===== src/rtl/dec_pkg.sv =====
package dec_pkg;

    localparam int CODE_W  = 8;
    localparam int HALF_W  = CODE_W / 2;
    localparam int PRE_N   = 2 ** HALF_W;
    localparam int LINES_N = 2 ** CODE_W;

    typedef struct packed {
        logic              valid;
        logic [CODE_W-1:0] code;
    } code_stage_t;

    typedef struct packed {
        logic             valid;
        logic [PRE_N-1:0] upper;
        logic [PRE_N-1:0] lower;
    } pre_stage_t;

    function automatic logic [LINES_N-1:0] expect_lines(input logic [CODE_W-1:0] v);
        logic [LINES_N-1:0] r;
        r = '0;
        r[LINES_N - 1 - int'(v)] = 1'b1;
        return r;
    endfunction

endpackage


===== src/rtl/dec_in_stage.sv =====
module dec_in_stage
    import dec_pkg::*;
(
    input  logic              clk,
    input  logic              rst,
    input  logic              valid_i,
    input  logic [CODE_W-1:0] code_i,
    output code_stage_t       stage_o
);

    always_ff @(posedge clk) begin
        if (rst) begin
            stage_o <= '0;
        end else begin
            stage_o.valid <= valid_i;
            stage_o.code  <= code_i;
        end
    end

endmodule


===== src/rtl/dec_predec_stage.sv =====
module dec_predec_stage
    import dec_pkg::*;
#(
    parameter int W = HALF_W,
    parameter int N = 2 ** W
) (
    input  logic          clk,
    input  logic          rst,
    input  code_stage_t   stage_i,
    output pre_stage_t    stage_o
);

    localparam int GROUPS = 2;

    logic [GROUPS-1:0][W-1:0] nib;
    logic [GROUPS-1:0][N-1:0] lines_d;

    assign nib[0] = stage_i.code[W-1:0];
    assign nib[1] = stage_i.code[2*W-1:W];

    for (genvar g = 0; g < GROUPS; g++) begin : g_group
        for (genvar k = 0; k < N; k++) begin : g_line
            assign lines_d[g][k] = stage_i.valid && (nib[g] == W'(N - 1 - k));
        end
    end

    always_ff @(posedge clk) begin
        if (rst) begin
            stage_o <= '0;
        end else begin
            stage_o.valid <= stage_i.valid;
            stage_o.lower <= lines_d[0];
            stage_o.upper <= lines_d[1];
        end
    end

endmodule


===== src/rtl/dec_and_array.sv =====
module dec_and_array
    import dec_pkg::*;
#(
    parameter int N   = PRE_N,
    parameter int OUT = N * N
) (
    input  logic           clk,
    input  logic           rst,
    input  pre_stage_t     stage_i,
    output logic           valid_o,
    output logic [OUT-1:0] lines_o
);

    logic [OUT-1:0] grid_d;

    for (genvar r = 0; r < N; r++) begin : g_row
        for (genvar c = 0; c < N; c++) begin : g_col
            assign grid_d[r*N + c] = stage_i.upper[r] & stage_i.lower[c];
        end
    end

    always_ff @(posedge clk) begin
        if (rst) begin
            valid_o <= 1'b0;
            lines_o <= '0;
        end else begin
            valid_o <= stage_i.valid;
            lines_o <= grid_d;
        end
    end

endmodule


===== src/rtl/pipe_onehot_decoder.sv =====
module pipe_onehot_decoder
    import dec_pkg::*;
(
    input  logic               clk,
    input  logic               rst,
    input  logic               code_valid,
    input  logic [CODE_W-1:0]  code_in,
    output logic               hot_valid,
    output logic [LINES_N-1:0] hot_lines
);

    code_stage_t s1;
    pre_stage_t  s2;

    dec_in_stage u_in (
        .clk     (clk),
        .rst     (rst),
        .valid_i (code_valid),
        .code_i  (code_in),
        .stage_o (s1)
    );

    dec_predec_stage #(.W(HALF_W), .N(PRE_N)) u_pre (
        .clk     (clk),
        .rst     (rst),
        .stage_i (s1),
        .stage_o (s2)
    );

    dec_and_array #(.N(PRE_N), .OUT(LINES_N)) u_and (
        .clk     (clk),
        .rst     (rst),
        .stage_i (s2),
        .valid_o (hot_valid),
        .lines_o (hot_lines)
    );

endmodule


===== config.mk =====
export PLATFORM = sky130hd
export DESIGN_NAME = pipe_onehot_decoder
export DESIGN_NICKNAME = d
export VERILOG_FILES = /design/src/rtl/dec_pkg.sv /design/src/rtl/dec_in_stage.sv /design/src/rtl/dec_predec_stage.sv /design/src/rtl/dec_and_array.sv /design/src/rtl/pipe_onehot_decoder.sv
export SDC_FILE = /design/constraint.sdc
export NUM_CORES = 1
export LEC_CHECK = 0
export ABC_AREA = 1
export BUFFER_PORTS_ARGS = -buffer_cell sky130_fd_sc_hd__buf_2
export CORE_ASPECT_RATIO = 0.6
export CORE_MARGIN = 4
export CORE_UTILIZATION = 35
export CTS_CLUSTER_SIZE = 10
export DETAILED_ROUTE_END_ITERATION = 10
export MAX_ROUTING_LAYER = met4
export PLACE_DENSITY = 0.71
export SLEW_MARGIN = 15
export SYNTH_ARGS = -nofsm -noshare
export SYNTH_HDL_FRONTEND = slang
export SYNTH_SLANG_ARGS = --single-unit

===== constraint.sdc =====
create_clock -name clk -period 2.5 [get_ports clk]
set_input_delay 0.125 -clock clk [delete_from_list [all_inputs] [get_ports clk]]
set_output_delay 0.125 -clock clk [all_outputs]
set_load 0.005 [all_outputs]

==> results.ini, run 1 <==
[run_status]
status = finished, final reports clean

[grt]
overflow = 0
grt_max_degree = 17
grt_pass1_wl_um = 33800
grt_usage_pct = 18.1
antenna_found_initial = 0
grt_pass1_vias = 5800

[sta]
min_period_ns = 1.51
fin_ws_ns = 0.986
skew_ns = 0.0158
fmax_ghz = 0.661
timing.hold.ws_ns = 0.403
rsz0062_at_grt = false
worst_slew_pin_slew_ns = 0.892
hold_viol_final = 0
setup_viol = 0
maxSlewHeadroom_pct = 40.5
maxSlewViolCount = 0
fin_setup_tns_ns = 0
finalCritPeriodShare_pct = 60.5

[hold_path]
holdPathEnd = u_and.valid_o
hold_path_class = flop to flop
hold_start = u_pre.stage_o[32]
hold_depth = 2

[drt]
drc = 0
routed-wl-met2_um = 9760
ant_nets = 0
wirelength_um = 22600
top_layer = met4
dr_wl_met3_um = 2150
wl_per_cell_um = 17.2
wl_met1_um = 10400
num_vias = 5547
drtIter0Drc = 205
drtPass1Iterations = 4
routed_via_density = 4.22

[worst_setup_path]
critPathLaunchType = input port
reg2reg_to = u_and.lines_o[201]
rr_worst_depth = 2
critPathKind = input port to flop
cp.arrival_ns = 1.92
crit_fanout = 16
r2r_slack_ns = 1.27
required_ns = 2.91
r2r_start = u_pre.stage_o[28]
end_kind = flop

[synth]
yosysMostFrequentCell = dfxtp_1
synth_xor_area_share_pct = 0
synth_top_cells_by_count = dfxtp_1 (299), nor2_1 (264), nor2_2 (41), inv_1 (37), nand2_1 (24)
netlist-cell-type-count = 12
synthTopCellsByArea = dfxtp_1 (76%), nor2_1 (13%), nor2_2 (3.2%), nand2_8 (2.5%), inv_1 (1.8%)
synth_ff_type = dfxtp_1
synth_fa_ha_area_share_pct = 0
synth_area_mm2 = 0.00789
ys_ff_latch = 299
yosysTopAreaCell = dfxtp_1
synth_compound_area_share_pct = 0
synthMuxAreaShare_pct = 0
syn-instance-count = 710
yosys_warnings = 0
synth_top_area_share_pct = 75.8
synth_top_family_by_area = simple AND/OR/NAND/NOR gates
yosysSeqAreaShare_pct = 75.8
async_flop_share_pct = 0
synth-simple-area-share_pct = 19.5
synth_edf_count = 0
syn_avg_cell_area_um2 = 11.1
synth.net_count = 721

[floorplanning]
die-height_um = 124
initial_core_util_pct = 35.7
die-area_mm2 = 0.0251
chipWidth_um = 202
core_area_mm2 = 0.0221
io_pins = 268
placementRows = 42

[final_layout]
stdcell_count = 1313
fill_cells = 1982
diodes = 0
drive_gt1_share_pct = 35.8
final_util_pct = 47.7
finalNetCount = 1013
area_growth_pct = 33.7

[place]
gp_congestion = 0.774
place_inst = 1253
pre_cts_ws_ns = 1.04
io_buffers = 267
hpwlAfterDp_um = 15300

[clock_network]
clk_path_buf_depth = 3
root_buffer = clkbuf_16
cts_max_level = 2
clock_sink_count = 299
numCtsBuffers = 36
clkSlewWorstSetupHoldPaths_ns = 0.06
cts_tree = done
postCtsSetupRepairBufs = 0
worstSkewPairLatency_ns = 0.49

[power_and_ir_drop]
irDropWorstVdd_mv = 0.472
swShare_pct = 19.5
leakage_nw = 4.77
comb_power_share_pct = 1.1
clock_power_share_pct = 47.3
p_per_area_mw_per_mm2 = 879
p_seq_share_pct = 51.7
power.net_switching_mw = 1.81
internal_power_mw = 7.46

[run]
drv_cap = 0

## per-layer routing
| metal | vias to the layer above | track usage (%) |
|---|---|---|
| met5 | - | - |
| met4 | 0 | 4.70 |
| met3 | 39 | 5.23 |
| met2 | 233 | 26.6 |
| met1 | 2608 | 24.7 |
| li1 | 2667 | - |
## flip-flops by register name (all words and copies together), names as in the netlist
| signal | cells |
|---|---|
| u_and.lines_o | 256 |
| u_pre.stage_o | 33 |
| u_in.stage_o | 9 |
| u_and.valid_o | 1 |
## final cells by class
| type | count | area, um2 | area share [%] |
|---|---|---|---|
| flip-flops and latches | 299 | 5990 | 56.7 |
| repair buffers | 288 | 1540 | 14.6 |
| multi-input cells | 339 | 1540 | 14.6 |
| clock buffers | 40 | 947 | 8.98 |
| well taps | 308 | 385 | 3.65 |
| inverters | 38 | 143 | 1.35 |
| clock inverters | 1 | 8.76 | 0.0830 |
## layout by cell type, fill, tap and decap left out
| cell | count |
|---|---|
| inv_6 | 1 |
| clkbuf_16 | 37 |
| clkbuf_1 | 2 |
| inv_1 | 37 |
| dfxtp_1 | 299 |
| nor2_1 | 264 |
| dlygate4sd3_1 | 19 |
| inv_2 | 1 |
| clkbuf_8 | 1 |
| nor2_2 | 41 |
| nand2_8 | 10 |
| nand2_1 | 24 |
| buf_2 | 267 |
| buf_4 | 2 |
## metrics by stage
stage | cell area [um2] | power [mW]
6_report | 10500 | 9.27
5_1_grt | 10500 | 9.58
4_1_cts | 10500 | 9.36
3_5_place_dp | 9400 | 4.97
3_3_place_gp | 9400 | 4.96
2_1_floorplan | 7890 | 4.94
## worst max-delay path: stages
cell and delay, ns:
dlygate4sd3_1 0.53, buf_2 0.20, inv_2 0.30, buf_4 0.41, nand2_8 0.20, nor2_1 0.15
## logic make-up (layout without fill, tap and decap cells)
| family | count (synthesis) | in the layout |
|---|---|---|
| buffers and inverters | 72 | 367 |
| DFF | 299 | 299 |
| and+or+nand+nor | 339 | 339 |
## worst max path at each step
stage                      startpoint            endpoint  slack (ns)  depth (start not counted)
detailed placement                rst   u_and.lines_o[75]        1.04                          5
global placement                  rst   u_and.lines_o[10]        1.07                          5
global route                      rst   u_and.lines_o[66]        0.87                          5
finish                            rst   u_and.lines_o[75]        0.99                          6
CTS                               rst   u_and.lines_o[75]        0.98                          6
floorplan           u_pre.stage_o[31]  u_and.lines_o[247]        1.55                          3
## power groups by stage
stage	registers [mW]	clock network [mW]	logic [mW]
2_1_floorplan	4.89	0	0.0552
3_3_place_gp	4.89	0	0.0752
3_5_place_dp	4.89	0	0.0768
4_1_cts	4.79	4.47	0.100
5_1_grt	4.79	4.68	0.110
6_report	4.79	4.38	0.0993
## timing repair
item                      4_1_cts  5_1_grt
hold endpoints to repair       10        0
hold buffers                   19        0
gates resized for setup         0        0
(Power assumes the default switching activity.)
==> inputs of run 2 (changes only) <==
==> constraint.sdc (replaced) <==
create_clock -name clk -period 1.4 [get_ports clk]
set_input_delay 0.07 -clock clk [delete_from_list [all_inputs] [get_ports clk]]
set_output_delay 0.07 -clock clk [all_outputs]
set_load 0.005 [all_outputs]
==> run 2 against run 1 <==
  * Worst setup slack worse by 0.73 ns
  * Clock power is 80% higher
  * Highest routed layer unchanged
  * Wire length is 3.2% lower
==> results.ini, run 2 (synthesis results as in run 1) <==
[final_layout]
largest-register = u_and.lines_o
fill_cells = 2005  ; +1.2%
largest_reg_flops = 256  ; unchanged
multi_input_area_mm2 = 0.00154  ; unchanged
reg_top3 = u_and.lines_o (256), u_pre.stage_o (33), u_in.stage_o (9)
finalNetCount = 1038  ; +2.5%
drive_gt1_share_pct = 37.6  ; +1.8 points
seq_area_mm2 = 0.00599  ; unchanged
layout_common_cells = dfxtp_1 (299), buf_2 (267), nor2_1 (264)
final_util_pct = 48.8  ; +1.1 points
diodes = 0  ; unchanged
layout_commonest_cell = dfxtp_1
fin_area_mm2 = 0.0108  ; +2.3%
area_growth_pct = 36.7

[clock_network]
clock_sink_count = 299  ; unchanged
cts_max_level = 2  ; unchanged
clkSlewWorstSetupHoldPaths_ns = 0.05  ; about the same
cts-resized-gates = 0  ; unchanged
postCtsSetupRepairBufs = 0  ; unchanged
worstSkewPairLatency_ns = 0.51  ; +0.02 ns
cts_tree = done
numCtsBuffers = 36  ; unchanged
ctsHoldBuffers = 19  ; unchanged
clk_path_buf_depth = 3  ; unchanged
root_buffer = clkbuf_16

[drt]
drtPass1Iterations = 4  ; unchanged
drtIter0Drc = 226  ; +10%
wirelength_um = 21900  ; -3.2%
drc = 0  ; unchanged
wl_per_cell_um = 16.4  ; -5.1%
ant_nets = 0  ; unchanged
num_vias = 5536  ; -0.20%
routed_via_density = 4.13  ; -2.1%

[sta]
setup_viol = 0  ; unchanged
fmax_ghz = 0.871
rsz0062_at_grt = false
maxSlewViolCount = 0  ; unchanged
hold_viol_final = 0  ; unchanged
finalCritPeriodShare_pct = 82.0
fin_setup_tns_ns = 0  ; unchanged
min_period_ns = 1.15
skew_ns = 0.0120  ; -0.00385 ns
maxSlewHeadroom_pct = 74.4  ; +34 points
worst_slew_pin_slew_ns = 0.384  ; -0.508 ns

[worst_setup_path]
r2r_slack_ns = 0.36  ; -0.91 ns
end_kind = flop
crit_fanout = 16  ; unchanged
cp.arrival_ns = 1.58  ; -0.34 ns
critPathKind = input port to flop
critPathLaunchType = input port
required_ns = 1.83  ; -1.08 ns
rr_worst_depth = 4  ; +2

[floorplanning]
die-area_mm2 = 0.0251  ; unchanged
initial_core_util_pct = 35.7  ; unchanged
io_pins = 268  ; unchanged
die-height_um = 124  ; unchanged
chipWidth_um = 202  ; unchanged
core_area_mm2 = 0.0221  ; unchanged
placementRows = 42  ; unchanged

[grt]
grt_max_degree = 17  ; unchanged
grt_pass1_vias = 5716  ; -1.4%
grt_pass1_wl_um = 32900  ; -2.7%
overflow = 0  ; unchanged
grt_usage_pct = 17.6  ; -0.53 points
antenna_found_initial = 0  ; unchanged

[place]
io_buffers = 267  ; unchanged
hpwlAfterDp_um = 15100  ; -1.4%
gp_congestion = 0.763  ; -1.3%
dpl_cell_area_mm2 = 0.00963  ; +2.4%

[power_and_ir_drop]
irDropWorstVdd_mv = 0.916  ; +94%
total_power_mw = 16.6  ; +79%
leakage_nw = 4.90  ; +2.8%
p_per_area_mw_per_mm2 = 1540  ; +75%

[hold_path]
hold_path_class = flop to flop
hold_depth = 2  ; unchanged

[run_status]
status = finished, final reports clean

[run]
drv_cap = 0  ; unchanged

run 2: power breakdown:
group / leakage (nW) / internal [mW] / switching [mW]
registers: 2.41 / 8.54 / 0.0138
logic: 2.01 / 0.0785 / 0.108
clock network: 0.480 / 4.73 / 3.16
run 2: worst max-delay path: stages:
cell           delay [ns]
dlygate4sd3_1        0.54
buf_2                0.14
inv_2                0.17
buf_4                0.34
nand2_8              0.17
nor2_1               0.13
run 2: area by class of cell:
cell class / count / area share [%]
Inverter: 38 / 1.32
Sequential cell: 299 / 55.5
Clock buffer: 38 / 8.71
Multi-Input combinational cell: 339 / 14.3
Clock inverter: 4 / 0.290
Tap cell: 308 / 3.57
Timing Repair Buffer: 313 / 16.4
run 2: stage by stage:
| stage | hold WS, ns | cells | setup WS, ns |
|---|---|---|---|
| 2_1_floorplan | 0.177 | 710 | 0.446 |
| 3_5_place_dp | 0.283 | 1278 | 0.286 |
| 5_1_grt | 0.416 | 1339 | 0.139 |
| 3_3_place_gp | 0.285 | 1278 | 0.291 |
| 6_report | 0.404 | 1339 | 0.252 |
| 4_1_cts | 0.408 | 1339 | 0.259 |
run 2: worst paths after layout:
| kind | endpoint | start |
|---|---|---|
| max | u_and.lines_o[77] | rst |
| min | u_and.valid_o | u_pre.stage_o[32] |
| max reg2reg | u_pre.stage_o[13] | u_in.stage_o[8] |
| min reg2reg | u_and.valid_o | u_pre.stage_o[32] |
run 2: layer usage:
| layer | part of all wire [%] | vias up | GRT usage, % |
|---|---|---|---|
| li1 | - | 2718 | - |
| met1 | 48 | 2569 | 23.3 |
| met2 | 43 | 213 | 26.1 |
| met3 | 7.7 | 36 | 5.41 |
| met4 | 1.9 | 0 | 5.14 |
| met5 | 0 | - | - |
